===== config.mk =====
export PLATFORM = sky130hd
export DESIGN_NAME = acc_requant
export DESIGN_NICKNAME = d
export VERILOG_FILES = /design/src/rtl/rq_pkg.sv /design/src/rtl/rq_mul_stage.sv /design/src/rtl/rq_shift_stage.sv /design/src/rtl/rq_finish_stage.sv /design/src/rtl/acc_requant.sv
export SDC_FILE = /design/constraint.sdc
export NUM_CORES = 2
export LEC_CHECK = 0
export BUFFER_PORTS_ARGS = -buffer_cell sky130_fd_sc_hd__buf_2
export CAP_MARGIN = 15
export CORE_ASPECT_RATIO = 1.4
export CORE_UTILIZATION = 58
export DETAILED_ROUTE_END_ITERATION = 10
export GPL_TIMING_DRIVEN = 0
export HOLD_SLACK_MARGIN = 0.08
export PLACE_DENSITY = 0.8
export SLEW_MARGIN = 15
export SYNTH_ARGS = -nofsm -noshare
export SYNTH_HDL_FRONTEND = slang
export SYNTH_SLANG_ARGS = --single-unit

===== constraint.sdc =====
create_clock -name clk -period 14.6 [get_ports clk]
set_input_delay 1.46 -clock clk [delete_from_list [all_inputs] [get_ports clk]]
set_output_delay 1.46 -clock clk [all_outputs]
set_load 0.03 [all_outputs]

===== src/rtl/rq_pkg.sv =====
// Shared types for the requantization output stage.
// Assumes: nothing beyond the standard packed-struct semantics.
package rq_pkg;

    // Output-type selection that rides down the pipeline with each value.
    typedef struct packed {
        logic wide;      // 1: 16-bit result, 0: 8-bit result
        logic uns;       // 1: unsigned saturation bounds
        logic relu;      // 1: clamp negatives to zero
    } rq_mode_t;

endpackage


===== src/rtl/rq_mul_stage.sv =====
// Stage 1: captures the accumulator together with its configuration and
// registers the signed product of accumulator and range.
// Assumes: PROD_W == ACC_W + RNG_W, so the product never overflows.
module rq_mul_stage
    import rq_pkg::*;
#(
    parameter int ACC_W  = 32,
    parameter int RNG_W  = 16,
    parameter int SCL_W  = 6,
    parameter int OFF_W  = 16,
    parameter int PROD_W = 48
) (
    input  logic                     clk,
    input  logic                     rst_n,
    input  logic                     v_in,
    input  logic [ACC_W-1:0]         acc_in,
    input  logic [RNG_W-1:0]         rng_in,
    input  logic [SCL_W-1:0]         scl_in,
    input  logic [OFF_W-1:0]         off_in,
    input  rq_mode_t                 mode_in,
    output logic                     v_out,
    output logic signed [PROD_W-1:0] prod_out,
    output logic [SCL_W-1:0]         scl_out,
    output logic signed [OFF_W-1:0]  off_out,
    output rq_mode_t                 mode_out
);

    // Signed views of the operands.
    logic signed [ACC_W-1:0] acc_s;
    logic signed [RNG_W-1:0] rng_s;

    assign acc_s = acc_in;
    assign rng_s = rng_in;

    // Valid pipeline bit; cleared by reset.
    always_ff @(posedge clk) begin
        if (!rst_n) v_out <= 1'b0;
        else        v_out <= v_in;
    end

    // Product and configuration capture, only for accepted values.
    always_ff @(posedge clk) begin
        if (!rst_n) begin
            prod_out <= '0;
            scl_out  <= '0;
            off_out  <= '0;
            mode_out <= '0;
        end else if (v_in) begin
            prod_out <= acc_s * rng_s;
            scl_out  <= scl_in;
            off_out  <= off_in;
            mode_out <= mode_in;
        end
    end

endmodule


===== src/rtl/rq_shift_stage.sv =====
// Stage 2: applies the signed scale to the product. A non-negative scale
// shifts left into a widened word. A negative scale shifts right by its
// magnitude and rounds half away from zero (sign-magnitude rounding).
// Assumes: WIDE_W >= PROD_W + 2**(SCL_W-1) - 1, so left shifts lose nothing.
module rq_shift_stage
    import rq_pkg::*;
#(
    parameter int PROD_W = 48,
    parameter int SCL_W  = 6,
    parameter int OFF_W  = 16,
    parameter int WIDE_W = 80
) (
    input  logic                     clk,
    input  logic                     rst_n,
    input  logic                     v_in,
    input  logic signed [PROD_W-1:0] prod_in,
    input  logic [SCL_W-1:0]         scl_in,
    input  logic signed [OFF_W-1:0]  off_in,
    input  rq_mode_t                 mode_in,
    output logic                     v_out,
    output logic signed [WIDE_W-1:0] sh_out,
    output logic signed [OFF_W-1:0]  off_out,
    output rq_mode_t                 mode_out
);

    logic signed [WIDE_W-1:0] ext;
    logic                     go_left;
    logic [SCL_W-2:0]         lamt;
    logic [SCL_W-1:0]         ramt;
    logic                     neg;
    logic [WIDE_W-1:0]        mag;
    logic [WIDE_W-1:0]        half;
    logic [WIDE_W-1:0]        rmag;
    logic signed [WIDE_W-1:0] shifted;

    assign ext = WIDE_W'(prod_in);

    // Direction decode, magnitude rounding and sign restore.
    always_comb begin
        go_left = ~scl_in[SCL_W-1];
        lamt    = scl_in[SCL_W-2:0];
        ramt    = ~scl_in + SCL_W'(1);
        neg     = ext[WIDE_W-1];
        mag     = neg ? (~ext + WIDE_W'(1)) : ext;
        half    = WIDE_W'(1) << (ramt - SCL_W'(1));
        rmag    = (mag + half) >> ramt;
        if (go_left) shifted = ext <<< lamt;
        else if (neg) shifted = -$signed(rmag);
        else shifted = $signed(rmag);
    end

    // Valid pipeline bit; cleared by reset.
    always_ff @(posedge clk) begin
        if (!rst_n) v_out <= 1'b0;
        else        v_out <= v_in;
    end

    // Shifted value and forwarded configuration, only for valid values.
    always_ff @(posedge clk) begin
        if (!rst_n) begin
            sh_out   <= '0;
            off_out  <= '0;
            mode_out <= '0;
        end else if (v_in) begin
            sh_out   <= shifted;
            off_out  <= off_in;
            mode_out <= mode_in;
        end
    end

endmodule


===== src/rtl/rq_finish_stage.sv =====
// Stage 3: adds the offset, applies optional ReLU, saturates to the bounds
// of the selected output type and registers the result as byte lanes.
// The lanes hold their value while no valid result arrives.
// Assumes: the result is OUT_BYTES * BYTE_W wide and the narrow type is one byte.
module rq_finish_stage
    import rq_pkg::*;
#(
    parameter int WIDE_W    = 80,
    parameter int OFF_W     = 16,
    parameter int BYTE_W    = 8,
    parameter int OUT_BYTES = 2
) (
    input  logic                                clk,
    input  logic                                rst_n,
    input  logic                                v_in,
    input  logic signed [WIDE_W-1:0]            sh_in,
    input  logic signed [OFF_W-1:0]             off_in,
    input  rq_mode_t                            mode_in,
    output logic                                v_out,
    output logic [OUT_BYTES-1:0][BYTE_W-1:0]    lanes_out
);

    localparam int OUT_W  = OUT_BYTES * BYTE_W;
    localparam int SUM_W  = WIDE_W + 1;
    localparam int WS_MAX = (2 ** (OUT_W - 1)) - 1;
    localparam int WS_MIN = -(2 ** (OUT_W - 1));
    localparam int WU_MAX = (2 ** OUT_W) - 1;
    localparam int NS_MAX = (2 ** (BYTE_W - 1)) - 1;
    localparam int NS_MIN = -(2 ** (BYTE_W - 1));
    localparam int NU_MAX = (2 ** BYTE_W) - 1;

    logic signed [SUM_W-1:0] sum;
    logic signed [SUM_W-1:0] act;
    logic signed [SUM_W-1:0] lim_hi;
    logic signed [SUM_W-1:0] lim_lo;
    logic signed [SUM_W-1:0] clamped;
    logic [OUT_W-1:0]        res_q;

    // Offset addition and optional ReLU.
    always_comb begin
        sum = SUM_W'(sh_in) + SUM_W'(off_in);
        act = (mode_in.relu && sum < 0) ? '0 : sum;
    end

    // Saturation bounds for the selected output type.
    always_comb begin
        unique case ({mode_in.wide, mode_in.uns})
            2'b11:   begin lim_hi = SUM_W'(WU_MAX); lim_lo = '0;             end
            2'b10:   begin lim_hi = SUM_W'(WS_MAX); lim_lo = SUM_W'(WS_MIN); end
            2'b01:   begin lim_hi = SUM_W'(NU_MAX); lim_lo = '0;             end
            default: begin lim_hi = SUM_W'(NS_MAX); lim_lo = SUM_W'(NS_MIN); end
        endcase
    end

    // Clamp into range.
    always_comb begin
        if (act > lim_hi)      clamped = lim_hi;
        else if (act < lim_lo) clamped = lim_lo;
        else                   clamped = act;
    end

    // Valid pipeline bit; cleared by reset.
    always_ff @(posedge clk) begin
        if (!rst_n) v_out <= 1'b0;
        else        v_out <= v_in;
    end

    // Result register; updated only by a valid value.
    always_ff @(posedge clk) begin
        if (!rst_n)    res_q <= '0;
        else if (v_in) res_q <= clamped[OUT_W-1:0];
    end

    // Byte-lane split of the registered result. The narrow type is clamped
    // in the full-width word, so the upper lanes already hold its extension.
    for (genvar b = 0; b < OUT_BYTES; b++) begin : g_lane
        assign lanes_out[b] = res_q[b*BYTE_W +: BYTE_W];
    end

endmodule


===== src/rtl/acc_requant.sv =====
// Top of the requantization output stage: multiply -> shift/round ->
// offset/ReLU/saturate, three registered stages. The configuration is sampled
// with in_valid and travels with its value.
// Assumes: a single clock and a synchronous active-low reset.
module acc_requant
    import rq_pkg::*;
#(
    parameter int ACC_W  = 32,
    parameter int RNG_W  = 16,
    parameter int SCL_W  = 6,
    parameter int OFF_W  = 16,
    parameter int BYTE_W = 8
) (
    input  logic              clk,
    input  logic              rst_n,
    input  logic              in_valid,
    input  logic [ACC_W-1:0]  in_acc,
    input  logic [RNG_W-1:0]  cfg_range,
    input  logic [SCL_W-1:0]  cfg_scale,
    input  logic [OFF_W-1:0]  cfg_offset,
    input  logic              cfg_wide,
    input  logic              cfg_unsigned,
    input  logic              cfg_relu,
    output logic              out_valid,
    output logic [BYTE_W-1:0] out_lo,
    output logic [BYTE_W-1:0] out_hi
);

    localparam int PROD_W    = ACC_W + RNG_W;
    localparam int WIDE_W    = PROD_W + (2 ** (SCL_W - 1));
    localparam int OUT_BYTES = 2;

    rq_mode_t                      in_mode;
    logic                          v1, v2;
    logic signed [PROD_W-1:0]      prod1;
    logic [SCL_W-1:0]              scl1;
    logic signed [OFF_W-1:0]       off1, off2;
    rq_mode_t                      mode1, mode2;
    logic signed [WIDE_W-1:0]      sh2;
    logic [OUT_BYTES-1:0][BYTE_W-1:0] lanes;

    assign in_mode = '{wide: cfg_wide, uns: cfg_unsigned, relu: cfg_relu};

    rq_mul_stage #(
        .ACC_W(ACC_W), .RNG_W(RNG_W), .SCL_W(SCL_W), .OFF_W(OFF_W), .PROD_W(PROD_W)
    ) u_mul (
        .clk(clk), .rst_n(rst_n), .v_in(in_valid), .acc_in(in_acc),
        .rng_in(cfg_range), .scl_in(cfg_scale), .off_in(cfg_offset),
        .mode_in(in_mode), .v_out(v1), .prod_out(prod1), .scl_out(scl1),
        .off_out(off1), .mode_out(mode1)
    );

    rq_shift_stage #(
        .PROD_W(PROD_W), .SCL_W(SCL_W), .OFF_W(OFF_W), .WIDE_W(WIDE_W)
    ) u_shift (
        .clk(clk), .rst_n(rst_n), .v_in(v1), .prod_in(prod1), .scl_in(scl1),
        .off_in(off1), .mode_in(mode1), .v_out(v2), .sh_out(sh2),
        .off_out(off2), .mode_out(mode2)
    );

    rq_finish_stage #(
        .WIDE_W(WIDE_W), .OFF_W(OFF_W), .BYTE_W(BYTE_W), .OUT_BYTES(OUT_BYTES)
    ) u_finish (
        .clk(clk), .rst_n(rst_n), .v_in(v2), .sh_in(sh2), .off_in(off2),
        .mode_in(mode2), .v_out(out_valid), .lanes_out(lanes)
    );

    assign out_lo = lanes[0];
    assign out_hi = lanes[1];

endmodule


==> results.toml <==
[sta]
slew_headroom_pct = 4.63
rsz0062_at_grt = "yes"
fin_ws_ps = -254
clock_skew_ps = 16.7
min_period_ps = 14850
tightest_slew_ps = 1430
setup_viol = 16
max_freq_mhz = 67.3
fin_crit_sh_pct = 102
final-hold-violation-count = 0
finalMaxSlewViolations = 0

[die]
io_pins = 93
die-area_um2 = 86500
initial_utilization_pct = 58.7
num_rows = 126
die_width_um = 249
core-area_um2 = 84300
die_h_um = 348

[pwr]
power.density_nw_per_um2 = 247
total_power_w = 0.0129
ir_drop_mv = 0.364
p_leak_nw = 23.6

[clocking]
clk_pin_slew_ps = 80
cts_tree = "done"
cts-root-buf = "clkbuf_16"
post-cts-setup-buffers = 0
cts-resized-gates = 0
hold_buffers = 0
htreeDepth = 4
clk_latency_ps = 480
clock_path_buffers = 2
numCtsBuffers = 17
cts.sinks = 191

[finish]
post-route-util_pct = 61.8
finalNetCount = 7536
drive_above_1_share_pct = 5.94
area_growth_pct = 5.21

[outcome]
status = "complete, but fails checks"
violations = "setup timing"

[synthesis]
synth-main-ff-cell = "dfxtp_1"
syn_inst = 6495
yosysWarnings = 0
yosysMostFrequentCell = "nand2_1"
synth_commonest_cells = "nand2_1 (795), inv_1 (602), nor2_1 (568)"
ys_seq_area_share_pct = 7.72
yosysTopAreaCellShare_pct = 19.7
synth_edf_count = 0
ys_types = 135
yosys-top-cells-area = "fa_1 (20%), ha_1 (8.8%), dfxtp_1 (7.7%)"
syn-mean-instance-area_um2 = 7.62
synth-async-reset-ratio_pct = 0
ys_ff_latch = 191
synth_top_cell_by_area = "fa_1"
synth_area_um2 = 49500

[detailed_routing]
viasPerCell = 7.05
vias = 54488
wl_per_cell_um = 29.6
first_pass_iters = 7
drc = 0
totalWireLength_um = 229000
ant_nets = 0
dr.first_iter.drc_count = 6902

[placement]
detailed_place_hpwl_um = 187000
port_buffers = 91
place.gp.congestion = 1.14

[global_route]
grt-ovfl-total = 0
grt.total_usage_pct = 51.5
grt_max_degree = 67
antenna_found_initial = 16
grt_pass1_wl_um = 333000
grt_pass1_vias = 53511

[setup_path]
cp-start-kind = "register"
cp.required_ps = 14940
critPathCaptureType = "register"
critPathMostFrequentCell = "clkbuf_1"
crit_slowest_cell = "nor4_1"
cp_data_arrival_time_ps = 15200
path_class = "reg2reg"
slowest_delay_ps = 920
cp_max_fo = 12

[run]
max_cap_violations = 0

[hold_path]
hold_path.class = "reg2reg"
logic make-up after synthesis:
kind of cell | Yosys count | share of synthesized area, %
AO/OA/AOI/OAI | 1659 | 22.7
XOR/XNOR | 275 | 4.87
adder cells (fa/ha/maj) | 835 | 28.5
buffers and inverters | 999 | 8.02
flip-flops | 191 | 7.72
multiplexers | 243 | 6.08
other | 1 | 0.00758
AND/OR/NAND/NOR | 2292 | 22.1
registers in the layout (all words and copies together), names as in the netlist, 3 cells and up:
signal              cells
u_shift.sh_out         80
u_mul.prod_out         48
u_finish.lanes_out     16
u_mul.off_out          16
u_shift.off_out        16
u_mul.scl_out           6
u_mul.mode_out          3
u_shift.mode_out        3
metal layers:
layer | up-vias | track usage [%] | part of all wire (%)
met4 | 20 | 44.7 | 11
met1 | 25932 | 58.4 | 34
met3 | 1430 | 16.0 | 13
li1 | 22955 | - | -
met5 | - | 0.112 | 0.094
met2 | 4151 | 78.8 | 42
power breakdown:
part,switching (W),leakage (nW),internal [W],total (W)
Combinational,0.00724,21.8,0.00442,0.0117
Sequential,0.0000841,1.57,0.000616,0.000701
Clock,0.000234,0.299,0.000263,0.000497
placed cells by master (no fill, tap or decap), types with 179 or more instances in the layout:
master / n
mux2i_1: 179
fa_1: 488
xnor2_1: 190
a21oi_1: 393
clkbuf_1: 282
o21ai_0: 337
and2_1: 218
ha_1: 347
nand2_1: 795
nor2_1: 568
inv_1: 602
dfxtp_1: 190
area by class of cell:
type,instances,area [um2]
Sequential cell,191,3830
Timing Repair Buffer,96,490
Inverter,607,2280
Clock buffer,18,439
Buffer,392,1700
Multi-Input combinational cell,5320,41800
Fill cell,7366,32300
Tap cell,1088,1360
Clock inverter,13,165
Antenna cell,4,10.0
through the flow:
step                      TNS, ps  hold slack, ps  setup WS, ps  area, um2  cells
after detailed placement        0             444           845      51400   7692
after global placement          0             437           536      51400   7689
after floorplan                 0             426          5110      49600   6510
final                       -1840             450          -254      52100   7729
after global routing        -78.3             470         -78.3      52100   7725
after CTS                       0             455           771      52000   7723
path summary, 6_finish.rpt:
path | startpoint | to | slack (ps) | depth (start not counted)
worst min register to register | u_shift.sh_out[45] | u_shift.sh_out[45] | 450 | 2
worst max-delay path | u_mul.scl_out[0] | u_shift.sh_out[54] | -250 | 34
worst max register to register | u_mul.scl_out[0] | u_shift.sh_out[54] | -250 | 34
worst min-delay path | u_shift.sh_out[45] | u_shift.sh_out[45] | 450 | 2
worst max-delay path, delay by kind of cell, from the launching register on:
| kind | cells | cell delay [ps] |
|---|---|---|
| AND/OR/NAND/NOR | 15 | 6620 |
| buffers and inverters | 8 | 4240 |
| AO/OA/AOI/OAI | 7 | 1860 |
| adder cells (fa/ha/maj) | 2 | 800 |
| XOR/XNOR | 2 | 670 |
| flip-flops | 1 | 430 |
Power figures use the tool's default switching activity.
